<file path="src/rtl/i2c_bus_recover.sv">
module i2c_bus_recover #(
  parameter int CLK_MHZ   = 200,
  parameter int POLL_US   = 500,
  parameter int PULSE_US  = 100,
  parameter int HOLD_US   = 1000,
  parameter int POLL_MAX  = 10,
  parameter int PULSE_MAX = 10
) (
  input  logic       clk,
  input  logic       rst_n,
  input  logic       kick_i,
  input  logic       xfer_pend_i,
  input  logic       scl_in,
  input  logic       sda_in,
  input  logic       dc_wr_i,
  input  logic [1:0] dc_wdata_i,
  output logic [3:0] dc_rdata_o,
  output logic       scl_drv_o,
  output logic       sda_drv_o,
  output logic       soft_rst_o,
  output logic       clr_stat_o,
  output logic       done_o,
  output logic       fail_o
);
  localparam int PW  = $clog2(CLK_MHZ + 1);
  localparam int UW  = $clog2(POLL_US + PULSE_US + HOLD_US + 1);
  localparam int PCW = $clog2(POLL_MAX + 1);
  localparam int KW  = $clog2(PULSE_MAX + 1);

  typedef enum logic [3:0] {
    S_IDLE, S_CLR, S_POLL, S_SRST, S_CHK, S_LOW, S_HIGH, S_START, S_STOP, S_SETTLE
  } st_t;

  st_t st, nxt;
  logic [PW-1:0]  pre;
  logic [UW-1:0]  us, lim;
  logic [PCW-1:0] pollc;
  logic [KW-1:0]  pcnt;
  logic [1:0]     dc_q;
  logic           tick, tdone, lines_ok, act;

  assign tick     = (pre == PW'(CLK_MHZ - 1));
  assign tdone    = tick && (us == lim - 1'b1);
  assign lines_ok = scl_in && sda_in;
  assign act      = (st != S_IDLE);

  always_comb begin
    case (st)
      S_POLL:                   lim = UW'(POLL_US);
      S_LOW, S_HIGH:            lim = UW'(PULSE_US);
      S_START, S_STOP, S_SETTLE: lim = UW'(HOLD_US);
      default:                  lim = UW'(1);
    endcase
  end

  always_comb begin
    nxt = st;
    case (st)
      S_IDLE:   if (kick_i) nxt = S_CLR;
      S_CLR:    nxt = S_POLL;
      S_POLL:   if (tdone && (!xfer_pend_i || pollc == PCW'(POLL_MAX - 1))) nxt = S_SRST;
      S_SRST:   nxt = S_CHK;
      S_CHK:    nxt = (lines_ok || pcnt == KW'(PULSE_MAX)) ? S_START : S_LOW;
      S_LOW:    if (tdone) nxt = S_HIGH;
      S_HIGH:   if (tdone) nxt = S_CHK;
      S_START:  if (tdone) nxt = S_STOP;
      S_STOP:   if (tdone) nxt = S_SETTLE;
      S_SETTLE: if (tdone) nxt = S_IDLE;
      default:  nxt = S_IDLE;
    endcase
  end

  always_ff @(posedge clk or negedge rst_n) begin
    if (!rst_n) begin
      st <= S_IDLE; pre <= '0; us <= '0; pollc <= '0; pcnt <= '0;
      dc_q <= 2'b11; done_o <= 1'b0; fail_o <= 1'b0;
    end else begin
      st <= nxt;
      if (nxt != st || tdone) begin
        pre <= '0; us <= '0;
      end else begin
        pre <= tick ? '0 : pre + 1'b1;
        if (tick) us <= us + 1'b1;
      end
      if (st == S_CLR) begin
        pollc <= '0; pcnt <= '0; fail_o <= 1'b0;
      end
      if (st == S_POLL && tdone) pollc <= pollc + 1'b1;
      if (st == S_HIGH && tdone) pcnt <= pcnt + 1'b1;
      if (st == S_CHK && !lines_ok && pcnt == KW'(PULSE_MAX)) fail_o <= 1'b1;
      if (st == S_IDLE && dc_wr_i) dc_q <= dc_wdata_i;
      done_o <= (st == S_SETTLE) && tdone;
    end
  end

  assign soft_rst_o = (st == S_SRST) || (st == S_CHK) || (st == S_LOW) ||
                      (st == S_HIGH) || (st == S_START) || (st == S_STOP);
  assign clr_stat_o = (st == S_CLR);
  assign scl_drv_o  = act ? (st != S_LOW)   : dc_q[0];
  assign sda_drv_o  = act ? (st != S_START) : dc_q[1];
  assign dc_rdata_o = {sda_drv_o, scl_drv_o, sda_in, scl_in};

  p_done_pulse_r8: assert property (@(posedge clk) disable iff (!rst_n)
    done_o |=> !done_o);
  p_start_scl_high_r7: assert property (@(posedge clk) disable iff (!rst_n)
    (soft_rst_o && !sda_drv_o) |-> scl_drv_o);
  p_pulse_bound_r5: assert property (@(posedge clk) disable iff (!rst_n)
    (st == S_LOW) |-> (pcnt < KW'(PULSE_MAX)));
  p_done_released_r4: assert property (@(posedge clk) disable iff (!rst_n)
    done_o |-> !soft_rst_o);
  p_clr_before_rst_r3: assert property (@(posedge clk) disable iff (!rst_n)
    clr_stat_o |=> (!clr_stat_o && !soft_rst_o));
  p_dc_locked_r9: assert property (@(posedge clk) disable iff (!rst_n)
    (act && dc_wr_i) |=> $stable(dc_q));
endmodule

</file>
<file path="config.mk">
export PLATFORM = sky130hd
export DESIGN_NAME = i2c_bus_recover
export DESIGN_NICKNAME = d
export VERILOG_FILES = /design/src/rtl/i2c_bus_recover.sv
export SDC_FILE = /design/constraint.sdc
export NUM_CORES = 1
export LEC_CHECK = 0
export CAP_MARGIN = 20
export CELL_PAD_IN_SITES_DETAIL_PLACEMENT = 1
export CELL_PAD_IN_SITES_GLOBAL_PLACEMENT = 1
export CORE_ASPECT_RATIO = 0.6
export CORE_MARGIN = 1.5
export CORE_UTILIZATION = 45
export DETAILED_ROUTE_END_ITERATION = 10
export HOLD_SLACK_MARGIN = 0.12
export PLACE_DENSITY = 0.89
export RECOVER_POWER = 25
export SLEW_MARGIN = 20
export SYNTH_ARGS = -nofsm -noshare
export SYNTH_HDL_FRONTEND = slang
export SYNTH_SLANG_ARGS = --single-unit
</file>
<file path="constraint.sdc">
create_clock -name clk -period 2.8 [get_ports clk]
set_input_delay 0.56 -clock clk [delete_from_list [all_inputs] [get_ports clk]]
set_output_delay 0.56 -clock clk [all_outputs]
set_load 0.02 [all_outputs]
</file>
==> out/qor.csv <==
stage,metric,value,unit
outcome,failing checks,"DRC, capacitance limit, slew limit",
clocking,CTS tree,yes,
outcome,outcome,finished with violations,
grt,All-Layer GR Usage,23.6,%
worst_setup_path,CP endpoint kind,output port,
run,Max-cap violations,1,
placed_design,Final HPWL DP,4630,um
synth,number of synthesized flops with an enable pin,0,
worst_setup_path,RR Startpoint,st[1],
worst_setup_path,R2R Setup Slk,420,ps
synth,Yosys cell types,60,
routing,via count of the routed design,2060,
routing,First DRT Iteration DRCs,132,
placed_design,gp weighted congestion,0.834,
min_path,Hold Path Origin,pre[0],
timing,worst-margin pin slew,1910,ps
routing,vias per cell,5.79,
timing,final total negative setup slack,0,ps
worst_setup_path,worst path cell trace,inv_1 -> nor2_1 -> o21ai_0 -> o31ai_1 -> clkdlybuf4s50_1,
timing,unrepaired setup endpoints after global routing,false,
synth,post-synthesis cell count,275,
worst_setup_path,startpoint types,flip-flop,
routing,number of remaining DRC errors,3,
clocking,Clock transition at path regs,80,ps
worst_setup_path,WS Path Type,reg2out,
synth,mean post-synth cell area,8.99,um^2
synth,syn nets,290,
synth,Mapped Area,2470,um^2
timing,Tcrit/Tclk final,94.9,%
die,Vert. Die Dim,60.4,um
final_layout,"leading cell type in the layout, fill and taps excluded",nor2_1,
clocking,clk buf depth,2,
worst_setup_path,critical path arrival,2100,ps
clocking,Root Driver,clkbuf_8,
worst_setup_path,worst path required time,2240,ps
final_layout,layout cell share with drive strength beyond 1,13.4,%
clocking,H-tree depth,2,
final_layout,most frequent cells in the layout,"35 x nor2_1, 31 x dfrtp_1, 25 x nand2_1, 17 x clkdlybuf4s50_1, 16 x o21ai_0",
routing,Routed WL per cell,17.5,um
grt,largest net degree at the start of global routing,36,
worst_setup_path,kind of cell adding the most delay to the critical path,buffers and inverters,
die,starting density of the core,47.7,%
placed_design,pre-CTS setup slack,328,ps
clocking,Hold Buf Count CTS,0,
timing,Max Slew Vio Count,36,
die,Die ar.,5960,um^2
die,Die W,98.7,um
timing,Setup WS post-layout,143,ps
timing,slew margin rel.,-27.3,%
worst_setup_path,CP peak stage delay,640,ps
timing,clk_skew,7.77,ps
min_path,Hold Crit Depth,1,
final_layout,synth-to-layout area growth,11.7,%
synth,Syn. warnings,0,
worst_setup_path,Worst Path Max Fanout,10,
synth,dominant synthesized flop cell,dfrtp_1,
power,VDD IR max,0.226,mV
timing,hold_ws,489,ps
power,Pwr per Cell Area,345,nW/um^2
clocking,Clock Latency Late Sink,300,ps
final_layout,FILL cells,636,
grt,initial antenna violation count,0,
routing,drt first pass iters,7,
timing,min Tclk post-route,2660,ps
clocking,CTS buffer count,5,
placed_design,number of port buffers,18,
synth,post-synthesis sequential area ratio,35.5,%
routing,Routed Antenna Nets,0,
grt,grt total ovfl,0,
grt,first-pass GRT wire length,10900,um
clocking,Clock Sinks,35,
routing,Total Routed Length,6220,um
die,core area,5180,um^2
power,Leakage Power,1.13,nW
final_layout,Antenna Cells,0,
worst_setup_path,Reg-to-Reg End,st[3],
worst_setup_path,CP max-delay cell,clkdlybuf4s50_1,
min_path,Tightest Hold Check Type,reg2reg,
die,Placement Rows,20,
min_path,end of the worst hold path,pre[0],
worst_setup_path,CP bufs+invs,2,
worst_setup_path,Worst R2R Path Depth,8,
die,io pins,19,
synth,Synth async-reset ratio,100,%
timing,Achievable Freq,0.376,GHz
final_layout,nets,304,
timing,Final Hold Violating Endpoints,0,
grt,vias in the first global route,2119,
synth,number of synthesized register bits,35,
timing,Setup Viol. Count Final,0,
layer usage:
layer | vias up | wire length, um | global-route usage, % | part of all wire [%]
met5 | - | 0 | 0 | 0
met4 | 0 | 58 | 5.51 | 0.93
met3 | 8 | 243 | 4.61 | 3.9
met2 | 38 | 2670 | 36.9 | 43
met1 | 1022 | 3240 | 34.4 | 52
li1 | 992 | - | - | -
layout make-up:
type	instances	area (um^2)	share of cell area, %
Clock buffer	5	68.8	2.49
Timing Repair Buffer	28	249	9.02
Multi-Input combinational cell	208	1410	51.2
Clock inverter	3	23.8	0.861
Tap cell	66	82.6	2.99
Sequential cell	35	881	31.9
Inverter	11	41.3	1.50
Yosys cell counts, types with 6 or more instances:
| master | number | area share (%) |
|---|---|---|
| xor2_1 | 8 | 2.8 |
| buf_4 | 8 | 2.4 |
| nor2_1 | 35 | 5.3 |
| nand3_1 | 12 | 2.4 |
| mux2i_1 | 6 | 2.4 |
| dfrtp_1 | 33 | 33 |
| ha_1 | 6 | 3.0 |
| xnor2_1 | 10 | 3.5 |
| inv_1 | 11 | 1.7 |
| o21ai_0 | 16 | 3.2 |
| nand2_1 | 25 | 3.8 |
stage by stage:
stage	power [mW]	cells	instance area [um^2]	util [%]
floorplan	0.546	275	2470	-
global placement	0.578	348	2670	51.5
detailed placement	0.579	348	2670	51.5
CTS	0.965	356	2760	53.3
global route	0.991	356	2760	53.3
finish	0.953	356	2760	53.3
state kept, by name, summed over array words and instances (netlist names):
signal,flops
dc_q,2
done_o,1
fail_o,1
pcnt,4
pollc,4
pre,8
st,4
us,11
report_power, final:
part           internal (mW)  leakage (nW)  switching, mW
Clock                  0.178        0.0408          0.207
Sequential             0.506         0.440        0.00195
Combinational         0.0246         0.653         0.0362
logic make-up after synthesis:
group / synth area share, %
simple gates: 29.0
compound gates: 15.0
flops: 35.5
buf+inv: 7.24
xor+xnor: 6.38
mux: 3.80
fa+ha+maj: 3.04
what timing repair did:
item,in CTS,in global routing
setup endpoints to repair,0,3
gates resized for setup,0,2
buffers inserted,0,0
how the worst max path moves through the flow:
| stage | startpoint | slack (ps) | endpoint | cells after the start |
|---|---|---|---|---|
| after floorplan | st[2] | 580 | dc_rdata_o[3] | 5 |
| after CTS | st[2] | 60 | sda_drv_o | 4 |
| final | st[1] | 140 | soft_rst_o | 5 |
| after detailed placement | st[2] | 330 | pollc[0] | 6 |
| after global routing | st[1] | 10 | soft_rst_o | 5 |
| after global placement | st[3] | 390 | pcnt[1] | 6 |
Note: power is estimated with default switching activity, not from simulation.
